[src/rtl/mon_sio_pkg.sv]
package mon_sio_pkg;

   localparam int unsigned FRAME_BITS     = 10;
   localparam int unsigned ECHO_HI_BITS   = 2;
   localparam int unsigned BREAK_BITS     = 10;
   localparam int unsigned ECHO_TAIL_BITS = 1;
   localparam int unsigned ECHO_BITS      = ECHO_HI_BITS + BREAK_BITS + ECHO_TAIL_BITS;

   typedef enum logic [2:0] {
      RX_IDLE,
      RX_START,
      RX_DATA,
      RX_STOP,
      RX_WAIT_HI
   } rx_state_e;

   // Break answer, least significant bit goes on the wire first.
   function automatic logic [ECHO_BITS-1:0] echo_pattern();
      logic [ECHO_BITS-1:0] p;
      for (int i = 0; i < int'(ECHO_BITS); i++) begin
         p[i] = (i < int'(ECHO_HI_BITS)) || (i >= int'(ECHO_HI_BITS + BREAK_BITS));
      end
      return p;
   endfunction

   localparam logic [ECHO_BITS-1:0] ECHO_PAT = echo_pattern();

endpackage

[src/rtl/mon_sio_sync.sv]
module mon_sio_sync #(
   parameter int unsigned STAGES = 2,
   parameter logic        INIT   = 1'b1
) (
   input  logic clk,
   input  logic rst_n,
   input  logic d,
   output logic q
);

   generate
      if (STAGES == 0) begin : g_pass
         assign q = d;
      end else begin : g_chain
         logic [STAGES:0] r;
         assign r[0] = d;
         for (genvar i = 1; i <= int'(STAGES); i++) begin : g_stage
            always_ff @(posedge clk or negedge rst_n) begin
               if (!rst_n) r[i] <= INIT;
               else        r[i] <= r[i-1];
            end
         end
         assign q = r[STAGES];
      end
   endgenerate

endmodule

[src/rtl/mon_sio_rx.sv]
module mon_sio_rx
   import mon_sio_pkg::*;
#(
   parameter int unsigned CNT_W = 9
) (
   input  logic             clk,
   input  logic             rst_n,
   input  logic             en,
   input  logic             line,
   input  logic [CNT_W-1:0] bit_len,
   output logic             busy,
   output logic             line_hi,
   output logic             valid,
   output logic [7:0]       data,
   output logic             brk,
   output logic             ferr
);

   rx_state_e        st_q;
   logic [CNT_W-1:0] cnt_q;
   logic [2:0]       idx_q;
   logic [7:0]       sh_q;
   logic [CNT_W-1:0] half_m1;
   logic [CNT_W-1:0] full_m1;

   assign half_m1 = (bit_len >> 1) - CNT_W'(1);
   assign full_m1 = bit_len - CNT_W'(1);
   assign busy    = (st_q != RX_IDLE);
   assign line_hi = line;

   always_ff @(posedge clk or negedge rst_n) begin
      if (!rst_n) begin
         st_q  <= RX_IDLE;
         cnt_q <= '0;
         idx_q <= '0;
         sh_q  <= '0;
         data  <= '0;
         valid <= 1'b0;
         brk   <= 1'b0;
         ferr  <= 1'b0;
      end else begin
         valid <= 1'b0;
         brk   <= 1'b0;
         ferr  <= 1'b0;
         if (!en) begin
            st_q  <= RX_IDLE;
            cnt_q <= '0;
         end else begin
            case (st_q)
               RX_IDLE: begin
                  cnt_q <= '0;
                  if (!line) st_q <= RX_START;
               end
               RX_START: begin
                  if (cnt_q == half_m1) begin
                     cnt_q <= '0;
                     idx_q <= '0;
                     st_q  <= line ? RX_IDLE : RX_DATA;
                  end else begin
                     cnt_q <= cnt_q + CNT_W'(1);
                  end
               end
               RX_DATA: begin
                  if (cnt_q == full_m1) begin
                     cnt_q <= '0;
                     sh_q  <= {line, sh_q[7:1]};
                     idx_q <= idx_q + 3'd1;
                     if (idx_q == 3'd7) st_q <= RX_STOP;
                  end else begin
                     cnt_q <= cnt_q + CNT_W'(1);
                  end
               end
               RX_STOP: begin
                  if (cnt_q == full_m1) begin
                     cnt_q <= '0;
                     if (line) begin
                        valid <= 1'b1;
                        data  <= sh_q;
                        st_q  <= RX_IDLE;
                     end else begin
                        if (sh_q == 8'h00) brk  <= 1'b1;
                        else               ferr <= 1'b1;
                        st_q <= RX_WAIT_HI;
                     end
                  end else begin
                     cnt_q <= cnt_q + CNT_W'(1);
                  end
               end
               RX_WAIT_HI: begin
                  if (line) st_q <= RX_IDLE;
               end
               default: st_q <= RX_IDLE;
            endcase
         end
      end
   end

   // event outputs last one clock
   assert_valid_pulse_R10: assert property (@(posedge clk) disable iff (!rst_n)
      valid |=> !valid);
   assert_break_pulse_R10: assert property (@(posedge clk) disable iff (!rst_n)
      brk |=> !brk);
   assert_ferr_pulse_R10: assert property (@(posedge clk) disable iff (!rst_n)
      ferr |=> !ferr);

endmodule

[src/rtl/mon_sio_tx.sv]
module mon_sio_tx
   import mon_sio_pkg::*;
#(
   parameter int unsigned CNT_W = 9,
   parameter int unsigned SEQ_W = ECHO_BITS
) (
   input  logic             clk,
   input  logic             rst_n,
   input  logic [CNT_W-1:0] bit_len,
   input  logic             load_byte,
   input  logic [7:0]       byte_in,
   input  logic             load_echo,
   output logic             active,
   output logic             pin
);

   localparam int unsigned LW = $clog2(SEQ_W + 1);

   generate
      if (SEQ_W < FRAME_BITS || SEQ_W < ECHO_BITS) begin : g_bad_seq
         $error("mon_sio_tx: SEQ_W too small for frame or echo");
      end
   endgenerate

   logic [SEQ_W-1:0] sh_q;
   logic [LW-1:0]    left_q;
   logic [CNT_W-1:0] cnt_q;
   logic [CNT_W-1:0] full_m1;

   assign full_m1 = bit_len - CNT_W'(1);
   assign active  = (left_q != '0);
   assign pin     = active ? sh_q[0] : 1'b1;

   always_ff @(posedge clk or negedge rst_n) begin
      if (!rst_n) begin
         sh_q   <= '1;
         left_q <= '0;
         cnt_q  <= '0;
      end else if (load_echo) begin
         sh_q   <= SEQ_W'(ECHO_PAT);
         left_q <= LW'(ECHO_BITS);
         cnt_q  <= '0;
      end else if (load_byte) begin
         sh_q   <= SEQ_W'({1'b1, byte_in, 1'b0});
         left_q <= LW'(FRAME_BITS);
         cnt_q  <= '0;
      end else if (active) begin
         if (cnt_q == full_m1) begin
            cnt_q  <= '0;
            sh_q   <= {1'b1, sh_q[SEQ_W-1:1]};
            left_q <= left_q - LW'(1);
         end else begin
            cnt_q <= cnt_q + CNT_W'(1);
         end
      end
   end

endmodule

[src/rtl/mon_sio.sv]
module mon_sio
   import mon_sio_pkg::*;
#(
   parameter int unsigned DIV_EXT     = 256,
   parameter int unsigned DIV_INT     = 335,
   parameter int unsigned SYNC_STAGES = 2
) (
   input  logic       clk,
   input  logic       rst_n,
   input  logic       osc_int_sel,
   input  logic       pin_in,
   output logic       pin_out,
   output logic       pin_oe,
   input  logic       tx_req,
   input  logic [7:0] tx_data,
   output logic       tx_ready,
   output logic       tx_busy,
   output logic       rx_valid,
   output logic [7:0] rx_data,
   output logic       rx_break,
   output logic       rx_frame_err
);

   localparam int unsigned MAX_DIV = (DIV_EXT > DIV_INT) ? DIV_EXT : DIV_INT;
   localparam int unsigned CNT_W   = $clog2(MAX_DIV + 1);

   generate
      if (DIV_EXT < 8 || DIV_INT < 8) begin : g_bad_div
         $error("mon_sio: bit time must be at least 8 clocks");
      end
      if (SYNC_STAGES > 4) begin : g_bad_sync
         $error("mon_sio: SYNC_STAGES above 4 eats into the sampling margin");
      end
   endgenerate

   logic [CNT_W-1:0] bit_len;
   logic             line_s;
   logic             rx_busy;
   logic             rx_line_hi;
   logic             tx_active;
   logic             tx_pin;
   logic             pend_q;
   logic [7:0]       pend_data_q;
   logic             start_echo;
   logic             start_byte;

   assign bit_len = osc_int_sel ? CNT_W'(DIV_INT) : CNT_W'(DIV_EXT);

   mon_sio_sync #(
      .STAGES (SYNC_STAGES),
      .INIT   (1'b1)
   ) sync_i (
      .clk   (clk),
      .rst_n (rst_n),
      .d     (pin_in),
      .q     (line_s)
   );

   mon_sio_rx #(
      .CNT_W (CNT_W)
   ) rx_i (
      .clk     (clk),
      .rst_n   (rst_n),
      .en      (!tx_active),
      .line    (line_s),
      .bit_len (bit_len),
      .busy    (rx_busy),
      .line_hi (rx_line_hi),
      .valid   (rx_valid),
      .data    (rx_data),
      .brk     (rx_break),
      .ferr    (rx_frame_err)
   );

   assign start_echo = rx_break;
   assign start_byte = pend_q && !tx_active && !rx_busy && rx_line_hi && !start_echo;

   mon_sio_tx #(
      .CNT_W (CNT_W),
      .SEQ_W (ECHO_BITS)
   ) tx_i (
      .clk       (clk),
      .rst_n     (rst_n),
      .bit_len   (bit_len),
      .load_byte (start_byte),
      .byte_in   (pend_data_q),
      .load_echo (start_echo),
      .active    (tx_active),
      .pin       (tx_pin)
   );

   assign tx_ready = !pend_q && !tx_active;
   assign tx_busy  = tx_active;
   assign pin_oe   = tx_active;
   assign pin_out  = tx_pin;

   always_ff @(posedge clk or negedge rst_n) begin
      if (!rst_n) begin
         pend_q      <= 1'b0;
         pend_data_q <= '0;
      end else if (tx_req && tx_ready) begin
         pend_q      <= 1'b1;
         pend_data_q <= tx_data;
      end else if (start_byte) begin
         pend_q <= 1'b0;
      end
   end

   // a break is answered by driving high in the very next cycle
   assert_break_echo_high_R6: assert property (@(posedge clk) disable iff (!rst_n)
      rx_break |=> (pin_oe && pin_out));

   // a held request does not seize the wire while a frame is arriving
   assert_hold_during_rx_R9: assert property (@(posedge clk) disable iff (!rst_n)
      (rx_busy && !rx_break && !pin_oe) |=> !pin_oe);

   // own transmissions are never reported as received
   assert_no_rx_event_while_driving_R11: assert property (@(posedge clk) disable iff (!rst_n)
      pin_oe |-> !(rx_valid || rx_break || rx_frame_err));

   // the wire is released only from a driven-high bit
   assert_release_from_high_R8: assert property (@(posedge clk) disable iff (!rst_n)
      $fell(pin_oe) |-> $past(pin_out));

endmodule

[config.mk]
export PLATFORM = sky130hd
export DESIGN_NAME = mon_sio
export DESIGN_NICKNAME = d
export VERILOG_FILES = /design/src/rtl/mon_sio_pkg.sv /design/src/rtl/mon_sio_sync.sv /design/src/rtl/mon_sio_rx.sv /design/src/rtl/mon_sio_tx.sv /design/src/rtl/mon_sio.sv
export SDC_FILE = /design/constraint.sdc
export NUM_CORES = 1
export LEC_CHECK = 0
export BUFFER_PORTS_ARGS = -buffer_cell sky130_fd_sc_hd__buf_2
export CORE_MARGIN = 2
export CORE_UTILIZATION = 60
export CTS_CLUSTER_DIAMETER = 120
export CTS_CLUSTER_SIZE = 24
export DETAILED_ROUTE_END_ITERATION = 7
export PLACE_DENSITY = 0.82
export SKIP_CTS_REPAIR_TIMING = 1
export SYNTH_ARGS = -nofsm -noshare
export SYNTH_HDL_FRONTEND = slang
export SYNTH_SLANG_ARGS = --single-unit
[constraint.sdc]
create_clock -name clk -period 4.7 [get_ports clk]
set_input_delay 0.705 -clock clk [delete_from_list [all_inputs] [get_ports clk]]
set_output_delay 0.705 -clock clk [all_outputs]
set_load 0.02 [all_outputs]
==> impl_results.md <==
* Syn Nets at 347
* Worst-case clock buffer depth at 2
* FF+latch area at 0.00180 sq mm
* CP max-delay cell: nor3b_2
* CTS root buf: clkbuf_8
* Placed Instance Area at 0.00363 sq mm
* #FFs+latches synth at 71
* Final Wtd Congestion at 0.864
* 1st-pass router iterations at 4
* CTS tree: done
* Total power at 1.27 mW
* Worst Path Required at 3990 ps
* Final min period at 2850 ps
* Final Max Tran Viols at 0
* Worst slew margin at 31.4%
* Startpoint types: flop
* Final non-filler cell area at 0.00382 sq mm
* IO Pins at 28
* Cell leakage power at 1.70 nW
* Die span in y at 80.1 microns
* Status: completed
* Clock transition at path regs at 70 ps
* Detailed-route via count at 2558
* Fillcell total at 424
* PwrDens at 332 mW/mm^2
* Crit share post-route at 60.7%
* Post-DP HPWL at 4.49 mm
* Final WS setup at 1850 ps
* Primary FF master, synth: dfrtp_1
* N_diodes at 0
* Vias per cell at 5.98
* Number of global-route vias before repair at 2645
* GRT overflow at 0
* Post-layout nets at 369
* Core ar. at 0.00554 sq mm
* Synthesized instance count at 329
* Clock sink total at 71
* DR DRC count at 0
* FFs w/ async S/R, synth at 100%
* Routed WL per cell at 15.6 microns
* Syn Std Cell Area at 0.00347 sq mm
* Initial antenna violation count at 0
* P&R area growth vs syn at 9.98%
* Min-delay worst type: reg2reg
* Top cell type's share of synthesized area at 40.3%
* Post-synth EDFFs at 0
* H-tree Lvls at 3
* DRT iter0 DRCs at 158
* Full die area at 0.00641 sq mm
* Setup TNS at 0 ps
* Gr usage total at 23.9%
* Synth Area per Inst at 10.6 sq um
* Clock Skew at 6.39 ps
* Yosys warning count at 0
* Antenna-violating nets left at 0
* CP Capture Type: output pin
* Max incr delay on CP at 450 ps
* Post-detailed-routing wire length at 6.68 mm
* Starting density of the core at 62.7%
* Worst path cell trace: inv_1 -> ha_1 -> nor3b_2 -> inv_2 -> nor2_1 -> buf_2
* Fmax achieved at 0.351 GHz
* Rows at 27
* Setup CP Type: reg2out
* Final Hold Vio Count at 0
* Share of cells above drive strength 1 at 26.4%
* Worst slew pin tran at 1030 ps
* Area of the multi-input gates at 0.00156 sq mm
* Cts bufs inserted at 9
* RSZ-0062 raised after global routing: false
* Crit path DAT at 2150 ps
* Ranking of synthesized cells by area: dfrtp_1 (40%), dfstp_2 (11%), mux2_2 (8.4%), nand2_1 (4.1%), nor2_1 (3.1%)
* Peak VDD IR at 0.000298 V
* Clk_lat worst skew at 350 ps
* Die width at 80.1 microns
* Max-cap check violation count at 0
* Setup violators final at 0
* Netlist cell types at 60
* Worst hold slack at 361 ps
* Seq/Total Area, Yosys at 51.7%
* Largest net degree at the start of global routing at 48
* Setup WS pre-CTS at 1560 ps
* Post-synth top area cell: dfrtp_1
* First-pass GRT wire length at 11.8 mm
* Maximum fanout along the worst path at 19
* IO buf count at 27
final cells by class:
class / count / share of cell area (%)
sequential: 71 / 47.0
multi-input combinational: 230 / 40.7
timing repair buffer: 29 / 3.93
clock buffer: 10 / 3.34
tap: 72 / 2.36
clock inverter: 6 / 1.64
inverter: 10 / 0.983
cells in the mapped netlist (2+ instances only):
| library cell | number |
|---|---|
| or3_1 | 2 |
| nand3b_1 | 2 |
| nor3_1 | 7 |
| ha_1 | 5 |
| clkbuf_1 | 8 |
| xor2_1 | 3 |
| nor4_1 | 3 |
| nand4b_1 | 2 |
| mux2i_1 | 6 |
| o21ai_0 | 8 |
| o22ai_1 | 2 |
| mux2_2 | 26 |
| buf_4 | 2 |
| a21o_1 | 2 |
| and2_1 | 2 |
| nor2b_1 | 5 |
| a32oi_1 | 2 |
| a311oi_1 | 9 |
| clkbuf_2 | 2 |
| dfstp_2 | 15 |
| nor2_1 | 29 |
| a31oi_1 | 6 |
| a211o_1 | 2 |
| buf_2 | 5 |
| nand2_1 | 38 |
| o31ai_1 | 2 |
| dfrtp_1 | 56 |
| nand3_1 | 10 |
| and3_1 | 8 |
| nand4_1 | 7 |
| inv_1 | 9 |
| a21oi_1 | 12 |
| nand2b_1 | 5 |
power by group:
group,internal [mW],leakage [nW],switching (mW)
combinational,0.0461,0.706,0.0482
clock,0.244,0.100,0.233
sequential,0.648,0.896,0.0501
total,0.938,1.70,0.331
registers in the layout, summed over array words and instances (netlist names), 3 cells and up:
| signal | count |
|---|---|
| rx_i.st_q | 3 |
| tx_i.left_q | 4 |
| rx_i.idx_q | 3 |
| rx_i.cnt_q | 9 |
| rx_i.sh_q | 8 |
| rx_i.data | 8 |
| tx_i.cnt_q | 9 |
| tx_i.sh_q | 13 |
| pend_data_q | 8 |
path summary, 6_finish.rpt:
path	start	end	slack [ps]	depth (start not counted)
worst max-delay path	tx_i.left_q[0]$_DFFE_PN0P_	tx_ready	1850	6
worst min-delay path	sync_i.g_chain.r[1]$_DFF_PN1_	sync_i.q$_DFF_PN1_	360	0
worst max register to register	tx_i.cnt_q[0]$_DFFE_PN0P_	tx_i.left_q[0]$_DFFE_PN0P_	1950	6
worst min register to register	sync_i.g_chain.r[1]$_DFF_PN1_	sync_i.q$_DFF_PN1_	360	0
max in group asynchronous	rst_n	sync_i.q$_DFF_PN1_	3230	2
min in group asynchronous	rst_n	rx_i.cnt_q[8]$_DFFE_PN0P_	530	1
metrics by stage:
stage          cells  util (%)
5_1_grt          428      68.9
3_3_place_gp     412      65.5
6_report         428      68.9
2_1_floorplan    329         -
3_5_place_dp     412      65.5
4_1_cts          428      68.9
cells in the final DEF, fill, tap and decap left out, types with 9 or more instances in the layout:
cell type,netlist,final
clkbuf_8,0,9
nor2_1,29,29
a311oi_1,9,9
buf_2,5,27
dfrtp_1,56,56
a21oi_1,12,12
mux2_2,26,26
nand2_1,38,38
inv_1,9,9
nand3_1,10,10
dfstp_2,15,15
per-layer routing:
metal	share of wire, %	GRT usage [%]	up-vias
met5	0	0	-
met2	47	38.1	65
met1	47	31.7	1251
met4	1.4	9.49	0
met3	4.9	5.39	9
li1	-	-	1233
cell families (layout without fill, tap and decap cells):
kind of cell               Yosys count  count (layout)  synth area share, %
and+or+nand+nor                    131             131                 19.5
DFF                                 71              71                 51.7
AOI/OAI and AO/OA                   57              57                 12.1
muxes                               33              33                 10.5
buffers and inverters               28              55                 3.49
adders and majority gates            5               5                 1.80
xor gates and xnor gates             4               4                 1.01
worst max-delay path, delay by kind of cell, from the launching register on:
family,cells,cell delay (ps)
and+or+nand+nor,2,670
buffers and inverters,3,570
adders and majority gates,1,190
DFF,1,380
Power figures use the tool's default switching activity.
